<file path="config.mk">
export PLATFORM = sky130hd
export DESIGN_NAME = ledpwm_array
export DESIGN_NICKNAME = d
export VERILOG_FILES = /design/src/rtl/ledpwm_pkg.sv /design/src/rtl/ledpwm_timebase.sv /design/src/rtl/ledpwm_lane.sv /design/src/rtl/ledpwm_array.sv
export SDC_FILE = /design/constraint.sdc
export NUM_CORES = 1
export LEC_CHECK = 0
export BUFFER_PORTS_ARGS = -buffer_cell sky130_fd_sc_hd__buf_2
export CORE_ASPECT_RATIO = 0.6
export CORE_MARGIN = 2
export CORE_UTILIZATION = 45
export CTS_CLUSTER_SIZE = 25
export DETAILED_ROUTE_END_ITERATION = 8
export PLACE_DENSITY = 0.65
export SYNTH_ARGS = -nofsm -noshare
export SYNTH_HDL_FRONTEND = slang
export SYNTH_SLANG_ARGS = --single-unit
</file>
<file path="constraint.sdc">
create_clock -name clk -period 17.3 [get_ports clk]
set_input_delay 0.865 -clock clk [delete_from_list [all_inputs] [get_ports clk]]
set_output_delay 0.865 -clock clk [all_outputs]
set_load 0.1 [all_outputs]
</file>
<file path="src/rtl/ledpwm_pkg.sv">
package ledpwm_pkg;

  localparam int LVL_W = 6;
  // Upper four bits that mark an enabling level code
  localparam logic [3:0] LVL_ON_TAG = 4'b0100;

  typedef enum logic [1:0] {
    SCL_FULL = 2'd0,
    SCL_11   = 2'd1,
    SCL_9    = 2'd2,
    SCL_7    = 2'd3
  } scale_e;

  typedef struct packed {
    logic   on;
    logic   bad;
    scale_e scale;
  } lvl_dec_t;

  function automatic lvl_dec_t decode_level(input logic [LVL_W-1:0] code);
    lvl_dec_t r;
    r.on    = 1'b0;
    r.bad   = 1'b0;
    r.scale = SCL_FULL;
    if (code[5:2] == LVL_ON_TAG) begin
      r.on    = 1'b1;
      r.scale = scale_e'(code[1:0]);
    end else if (code[5:4] != 2'b00) begin
      r.bad = 1'b1;
    end
    return r;
  endfunction

endpackage

</file>
<file path="src/rtl/ledpwm_timebase.sv">
module ledpwm_timebase #(
  parameter int DIV_FAST = 32,
  parameter int DIV_SLOW = 217,
  parameter int SLOT_W   = 8
) (
  input  logic              clk,
  input  logic              rst_n,
  input  logic              rate_sel_i,
  output logic              tick_o,
  output logic              wrap_o,
  output logic [SLOT_W-1:0] slot_o
);

  localparam int DIV_MAX = (DIV_FAST > DIV_SLOW) ? DIV_FAST : DIV_SLOW;
  localparam int PRE_W   = (DIV_MAX > 1) ? $clog2(DIV_MAX) : 1;
  localparam logic [PRE_W-1:0] LAST_FAST = PRE_W'(DIV_FAST - 1);
  localparam logic [PRE_W-1:0] LAST_SLOW = PRE_W'(DIV_SLOW - 1);

  logic [PRE_W-1:0]  pre_q, pre_d, pre_last;
  logic [SLOT_W-1:0] slot_q, slot_d;
  logic              rate_q, rate_d;

  always_comb begin
    pre_last = rate_q ? LAST_SLOW : LAST_FAST;
    tick_o   = (pre_q == pre_last);
    wrap_o   = tick_o && (slot_q == '1);
    pre_d    = tick_o ? '0 : pre_q + 1'b1;
    slot_d   = tick_o ? slot_q + 1'b1 : slot_q;
    // rate switches only where the prescaler restarts from zero
    rate_d   = wrap_o ? rate_sel_i : rate_q;
  end

  always_ff @(posedge clk or negedge rst_n) begin
    if (!rst_n) begin
      pre_q  <= '0;
      slot_q <= '0;
      rate_q <= 1'b0;
    end else begin
      pre_q  <= pre_d;
      slot_q <= slot_d;
      rate_q <= rate_d;
    end
  end

  assign slot_o = slot_q;

endmodule

</file>
<file path="src/rtl/ledpwm_lane.sv">
module ledpwm_lane
  import ledpwm_pkg::*;
#(
  parameter int DUTY_W = 8
) (
  input  logic              clk,
  input  logic              rst_n,
  input  logic              load_i,
  input  logic              run_i,
  input  logic [DUTY_W-1:0] duty_i,
  input  logic [LVL_W-1:0]  level_i,
  input  logic [DUTY_W-1:0] slot_i,
  output logic              pwm_o,
  output logic [1:0]        scale_o,
  output logic              bad_o,
  output logic [DUTY_W-1:0] duty_q_o
);

  logic [DUTY_W-1:0] duty_q, duty_d;
  logic [LVL_W-1:0]  level_q, level_d;
  logic              pwm_q, pwm_d;
  lvl_dec_t          dec;

  always_comb begin
    duty_d  = load_i ? duty_i  : duty_q;
    level_d = load_i ? level_i : level_q;
    dec     = decode_level(level_q);
    pwm_d   = run_i && dec.on && (slot_i < duty_q);
  end

  always_ff @(posedge clk or negedge rst_n) begin
    if (!rst_n) begin
      duty_q  <= '0;
      level_q <= '0;
      pwm_q   <= 1'b0;
    end else begin
      duty_q  <= duty_d;
      level_q <= level_d;
      pwm_q   <= pwm_d;
    end
  end

  assign pwm_o    = pwm_q;
  assign scale_o  = dec.scale;
  assign bad_o    = dec.bad;
  assign duty_q_o = duty_q;

endmodule

</file>
<file path="src/rtl/ledpwm_array.sv">
module ledpwm_array
  import ledpwm_pkg::*;
#(
  parameter int NCH     = 12,
  parameter int DUTY_W  = 8,
  parameter int CLK_HZ  = 200_000_000,
  parameter int FAST_HZ = 24_000,
  parameter int SLOW_HZ = 3_600
) (
  input  logic                  clk,
  input  logic                  rst_n,
  input  logic [NCH*DUTY_W-1:0] duty_i,
  input  logic [NCH*LVL_W-1:0]  level_i,
  input  logic                  rate_sel_i,
  input  logic                  sw_run_i,
  input  logic                  gbl_off_i,
  input  logic                  hw_run_n_i,
  output logic [NCH-1:0]        pwm_o,
  output logic [NCH*2-1:0]      scale_o,
  output logic                  bad_level_o
);

  localparam int SLOTS         = 1 << DUTY_W;
  localparam int DIV_FAST_RAW  = CLK_HZ / (FAST_HZ * SLOTS);
  localparam int DIV_SLOW_RAW  = CLK_HZ / (SLOW_HZ * SLOTS);
  localparam int DIV_FAST      = (DIV_FAST_RAW < 1) ? 1 : DIV_FAST_RAW;
  localparam int DIV_SLOW      = (DIV_SLOW_RAW < 1) ? 1 : DIV_SLOW_RAW;

  logic [1:0]            rst_pipe;
  logic                  rst_core_n;
  logic                  tick, wrap, run;
  logic [DUTY_W-1:0]     slot;
  logic [NCH-1:0]        lane_bad;
  logic [NCH*DUTY_W-1:0] duty_q_flat;

  always_ff @(posedge clk or negedge rst_n) begin
    if (!rst_n) rst_pipe <= '0;
    else        rst_pipe <= {rst_pipe[0], 1'b1};
  end
  assign rst_core_n = rst_pipe[1];

  assign run = sw_run_i && !gbl_off_i && hw_run_n_i;

  ledpwm_timebase #(
    .DIV_FAST (DIV_FAST),
    .DIV_SLOW (DIV_SLOW),
    .SLOT_W   (DUTY_W)
  ) u_tb (
    .clk        (clk),
    .rst_n      (rst_core_n),
    .rate_sel_i (rate_sel_i),
    .tick_o     (tick),
    .wrap_o     (wrap),
    .slot_o     (slot)
  );

  for (genvar k = 0; k < NCH; k++) begin : g_lane
    ledpwm_lane #(.DUTY_W(DUTY_W)) u_lane (
      .clk      (clk),
      .rst_n    (rst_core_n),
      .load_i   (wrap),
      .run_i    (run),
      .duty_i   (duty_i[k*DUTY_W +: DUTY_W]),
      .level_i  (level_i[k*LVL_W +: LVL_W]),
      .slot_i   (slot),
      .pwm_o    (pwm_o[k]),
      .scale_o  (scale_o[k*2 +: 2]),
      .bad_o    (lane_bad[k]),
      .duty_q_o (duty_q_flat[k*DUTY_W +: DUTY_W])
    );
  end

  assign bad_level_o = |lane_bad;

endmodule

</file>
==> results.json, run 1 <==
{
  "syn-num-nets": 1065,
  "synthArstFlopShare_pct": 100,
  "crit_required_ps": 17630,
  "multiInputGateArea_sq_um": 4920,
  "hp-class": "input port to asynchronous set/reset pin",
  "start_util_pct": 45.6,
  "synth_top_area_share_pct": 47.5,
  "synthSimpleGateAreaFrac_pct": 7.41,
  "cts_resized": 0,
  "clockBufferDepth": 2,
  "post-route-period-util_pct": 26.0,
  "maxSlewHeadroom_pct": 22.6,
  "totalWireLength_microns": 23800,
  "clkTransAtPathRegs_ps": 70,
  "syn_area_sq_um": 10500,
  "dr.pass1.iters": 4,
  "row_count": 43,
  "cts_max_level": 4,
  "synthXorXnorAreaFrac_pct": 0.919,
  "fillers": 2037,
  "worst_ir_drop_vdd_mv": 0.104,
  "p_leak_nw": 6.79,
  "synth_top_flop_cell": "dfrtp_1",
  "synth_compound_area_share_pct": 6.10,
  "core_sq_um": 23000,
  "grt_max_degree": 75,
  "postSynthAreaPerCell_sq_um": 13.0,
  "cts.sinks": 199,
  "cts_hold_buffers": 0,
  "crit_fanout": 70,
  "worst-setup-path-type": "register to register",
  "synth-edff-count": 0,
  "cpPeakStageDelay_ps": 990,
  "cp_data_arrival_time_ps": 4820,
  "finalInstanceArea_sq_um": 12300,
  "fin_nets": 1267,
  "synth.most_common_cell": "dfrtp_1",
  "antenna_found_initial": 3,
  "vias_per_cell": 4.92,
  "track_usage_pct": 20.5,
  "antenna_left": 0,
  "grt_pass1_vias": 6752,
  "gp_congestion": 0.785,
  "rsz0062_at_grt": "false",
  "portBuffers": 210,
  "setup_violations": 0,
  "synth_cells": 805,
  "path_cells": "ha_1, and3_1, and3_1, nand3_4, buf_4, buf_4, mux2_2",
  "max_freq_ghz": 0.222,
  "drc": 0,
  "synth_mux_area_share_pct": 22.2,
  "ys_warn_count": 0,
  "clock-root-buffer": "clkbuf_16",
  "wl_per_cell_microns": 17.8,
  "drive_gt1_share_pct": 41.4,
  "worstSetupStartpoint": "u_tb.slot_o[1]",
  "die_h_microns": 122,
  "placedInstanceArea_sq_um": 11700,
  "slowest_stage": "buf_4",
  "reg2reg_from": "u_tb.slot_o[1]",
  "insertion_delay_ps": 440,
  "regArea_sq_um": 4980,
  "synth_fa_ha_area_share_pct": 10.3,
  "place_worst_setup_slack_ps": 12740,
  "final_util_pct": 53.7,
  "yosysTopAreaCell": "dfrtp_1",
  "grt_pass1_wl_microns": 38100,
  "cp-start-kind": "register",
  "setup_slack_ps": 12800,
  "setup-tns-final_ps": 0,
  "synth_top_family_by_area": "multiplexers",
  "synth_seq_cells": 199,
  "synthToLayoutAreaGrowth_pct": 17.6,
  "fin_skew_ps": 9.08,
  "outcome": "finished, final reports clean",
  "cap_violations": 0,
  "synth_seq_area_share_pct": 47.5,
  "ys_top_cells_by_count": "199 x dfrtp_1, 110 x mux2_4, 86 x ha_1",
  "die_w_microns": 201,
  "finalHoldViolations": 0,
  "drt_first_iter_violations": 287,
  "yosys-top-cells-area": "dfrtp_1 48%, mux2_4 16%, ha_1 10%",
  "place_hpwl_microns": 17200,
  "power.total_mw": 1.08,
  "endpoint_kind": "register",
  "ioPinCount": 211,
  "period_minus_slack_ps": 4500,
  "gr-total-overflow": 0,
  "p_per_area_nw_per_um2": 87.7,
  "num_vias": 6575,
  "cts_tree": "yes",
  "dieArea_sq_um": 24600,
  "synth_cell_types": 42,
  "final_max_slew_viol_count": 0,
  "worst_pin_slew_ps": 1140,
  "cts_made_buffers": 17,
  "cts_setup_buffers": 0
}
## worst paths after layout
kind / endpoint / slack (ps) / cells past startpoint
max in group asynchronous: g_lane[2].u_lane.duty_q_o[3] / 14630 / 2
min in group clk: rst_pipe[1] / 360 / 0
setup / recovery: g_lane[11].u_lane.level_q[0] / 12800 / 7
hold reg to reg: rst_pipe[1] / 360 / 0
hold / removal: rst_pipe[1] / 200 / 1
setup reg to reg: g_lane[11].u_lane.level_q[0] / 12800 / 7
## state kept, by name (all words and copies together), names as in the netlist
name,count
u_tb.slot_o,8
g_lane.u_lane.level_q,72
g_lane.u_lane.duty_q_o,96
g_lane.u_lane.pwm_o,12
u_tb.rate_q,1
rst_pipe,2
u_tb.pre_q,8
## critical path: cells and delay by family (launching register included)
kind,cells,cell delay (ps)
DFF,1,650
muxes,1,410
buffers and inverters,2,1780
and+or+nand+nor,3,1070
adders and majority gates,1,380
## through the flow
stage / std cells / hold WS, ps
2_1_floorplan: 805 / 331
3_3_place_gp: 1303 / 336
3_5_place_dp: 1303 / 343
4_1_cts: 1335 / 168
5_1_grt: 1336 / 173
6_report: 1337 / 197
## routing by layer
metal	vias to the layer above	global-route usage [%]	part of all wire, %
met3	26	5.55	5.1
met1	3180	30.5	53
met2	139	29.2	41
li1	3226	-	-
met5	-	0	0.11
met4	4	6.11	1.2
## cell families (layout without fill, tap and decap cells)
group / Yosys count / after routing
compound gates: 91 / 91
xor+xnor: 11 / 11
fa+ha+maj: 86 / 86
buf+inv: 117 / 332
flops: 199 / 199
mux: 170 / 170
other cells: 1 / 3
simple gates: 130 / 130
## report_power, final
group	switching, mW	internal (mW)
Combinational	0.0634	0.0737
Sequential	0.0352	0.497
Clock	0.178	0.233
## cells in the final DEF (no fill, tap or decap), types with 5 or more instances in the layout
| cell type | n |
|---|---|
| clkbuf_16 | 17 |
| inv_1 | 84 |
| nor2b_1 | 5 |
| a211oi_1 | 14 |
| o21ai_0 | 21 |
| nand2_1 | 18 |
| buf_2 | 210 |
| nor2_1 | 20 |
| nand4_1 | 11 |
| and3_1 | 5 |
| and2_1 | 24 |
| dfrtp_1 | 198 |
| a21o_1 | 24 |
| and4_1 | 5 |
| xnor2_1 | 7 |
| nor4b_1 | 12 |
| mux2_2 | 60 |
| nand2b_1 | 12 |
| ha_1 | 86 |
| buf_4 | 6 |
| nand3_1 | 6 |
| clkbuf_8 | 5 |
| mux2_4 | 110 |
| a21oi_1 | 13 |
## final cells by class
class / instances / area share [%]
antenna: 2 / 0.0406
clock buffer: 23 / 4.04
clock inverter: 9 / 0.924
inverter: 84 / 2.56
multi-input combinational: 489 / 39.9
sequential: 199 / 40.4
tap: 315 / 3.20
timing repair buffer: 216 / 8.89
No activity file was read; power rests on OpenSTA's default activity.
==> inputs of run 2 (changes only) <==
- PLACE_DENSITY: 0.65 -> 0.68
- clock period: 17.3 -> 3.9 ns (I/O delays scaled with it)
==> run 2 against run 1 <==
Worst setup slack worse by 12000 ps. Non-clock buffer count rose by 174. Combinational power rose to 5.9 times the previous value. Critical endpoint is now bad_level_o. Final area increased by 14%. Via count rose by 14%. Sequential share of layout area is 5.0 points lower. Cell count is 13% higher. Power grew to 4.5 times the previous value. Critical path depth decreased by 2. Clock-buffer cell count decreased by 5. Wire length is 15% higher.
==> results.json, run 2 (synthesis gave the netlist of run 1 again) <==
{
  "fin_skew_ps": 12.0,
  "final_max_slew_viol_count": 0,
  "cp_data_arrival_time_ps": 2540,
  "cts_tree": "yes",
  "num_vias": 7480,
  "track_usage_pct": 23.2,
  "cts_made_buffers": 17,
  "totalWireLength_microns": 27300,
  "clock-root-buffer": "clkbuf_16",
  "clkTransAtPathRegs_ps": 70,
  "cts.sinks": 199,
  "cap_violations": 0,
  "largest_reg_flops": 96,
  "crit_required_ps": 3700,
  "fin_nets": 1441,
  "endpoint_kind": "output port",
  "crit_family": "simple AND/OR/NAND/NOR gates",
  "period_minus_slack_ps": 2730,
  "layout_common_cells": "210 x buf_2, 198 x dfrtp_1, 164 x dlygate4sd3_1",
  "slowest_stage": "nor4b_1",
  "setup_violations": 0,
  "met1_length_microns": 13000,
  "multiInputGateArea_sq_um": 4920,
  "gp_congestion": 0.776,
  "core_sq_um": 23000,
  "dr.pass1.iters": 5,
  "grt_pass1_vias": 7986,
  "worst_ir_drop_vdd_mv": 0.305,
  "cp-start-kind": "register",
  "rsz0062_at_grt": "false",
  "max_freq_ghz": 0.366,
  "wl_met2_microns": 12800,
  "wl_per_cell_microns": 18.1,
  "die_w_microns": 201,
  "start_util_pct": 45.6,
  "hp-class": "input port to register",
  "path_cells": "nor4b_1, o22ai_1, nor4_1, nand3_1, buf_2",
  "antenna_left": 0,
  "worst_pin_slew_ps": 1020,
  "outcome": "finished, final reports clean",
  "gr-total-overflow": 0,
  "finalHoldViolations": 0,
  "vias_per_cell": 4.95,
  "synthToLayoutAreaGrowth_pct": 34.0,
  "drive_gt1_share_pct": 36.2,
  "worst-setup-path-type": "register to output port",
  "cts_max_level": 4,
  "drc": 0,
  "cpPeakStageDelay_ps": 760,
  "grt_pass1_wl_microns": 43500,
  "place_worst_setup_slack_ps": 1280,
  "path_buf_inv": 1,
  "die_h_microns": 122,
  "row_count": 43,
  "setup_slack_ps": 1170,
  "dieArea_sq_um": 24600,
  "regArea_sq_um": 4980,
  "grt_max_degree": 77,
  "crit_fanout": 4,
  "p_leak_nw": 7.52,
  "post-route-period-util_pct": 70.1,
  "highest_layer": "met4",
  "fillers": 1835,
  "ioPinCount": 211,
  "p_per_area_nw_per_um2": 348,
  "layout_commonest_cell": "buf_2",
  "place_hpwl_microns": 17200,
  "drt_first_iter_violations": 247,
  "insertion_delay_ps": 450,
  "setup-tns-final_ps": 0,
  "met3_length_microns": 1210,
  "clockBufferDepth": 2,
  "portBuffers": 210,
  "antenna_found_initial": 1,
  "maxSlewHeadroom_pct": 31.8
}
==> run 2: changes by cell type in the layout (fill, tap and decap cells not counted), moves of 2 or more <==
cell           before  now
clkbuf_8            5    0
dlygate4sd3_1       0  164
inv_6               2    4
inv_8               0    2
buf_12              0    4
buf_4               6   12
==> run 2: area by class of cell <==
cell class,instances,area share [%]
clock buffer,18,3.06
timing repair buffer,390,20.4
antenna,1,0.0178
tap,315,2.81
clock inverter,14,0.998
multi-input combinational,489,35.0
inverter,84,2.24
sequential,199,35.5
==> run 2: worst paths after layout <==
kind / cells after the start / slack, ps / from / end
worst min-delay path: 2 / 20 / duty_i[12] / g_lane[1].u_lane.duty_q_o[4]
worst max-delay path: 5 / 1170 / g_lane[9].u_lane.level_q[3] / bad_level_o
worst max register to register: 5 / 1270 / u_tb.pre_q[0] / g_lane[2].u_lane.duty_q_o[6]
max in group asynchronous: 1 / 2530 / rst_pipe[1] / g_lane[5].u_lane.pwm_o
min in group asynchronous: 2 / 50 / rst_n / rst_pipe[1]
worst min register to register: 0 / 360 / rst_pipe[0] / rst_pipe[1]
==> run 2: repair_timing <==
action,in CTS,in global routing
endpoints found under the hold margin,165,0
setup buffers,0,0
hold buffers,164,0
resized for setup,0,0
==> run 2: stage by stage <==
step           cell area [sq um]  utilization, %  std cells  total power [mW]  hold WS (ps)
2_1_floorplan              10500               -        805              2.78          -101
3_3_place_gp               11800            51.5       1313              3.02         -18.4
3_5_place_dp               11800            51.5       1313              3.04         -15.6
4_1_cts                    14000            61.1       1509              4.92         0.440
5_1_grt                    14000            61.1       1510              5.13          2.19
6_report                   14000            61.1       1510              4.88          20.2
==> run 2: routing by layer <==
layer	vias to the layer above	track usage [%]
met1	3719	31.7
met3	20	5.07
li1	3561	-
met2	180	38.4
met4	0	4.68
met5	-	0
==> run 2: where the power goes <==
group / leakage, nW / internal [mW] / switching [mW]
registers: 2.36 / 2.20 / 0.126
logic: 4.89 / 0.447 / 0.364
clock network: 0.268 / 0.898 / 0.842
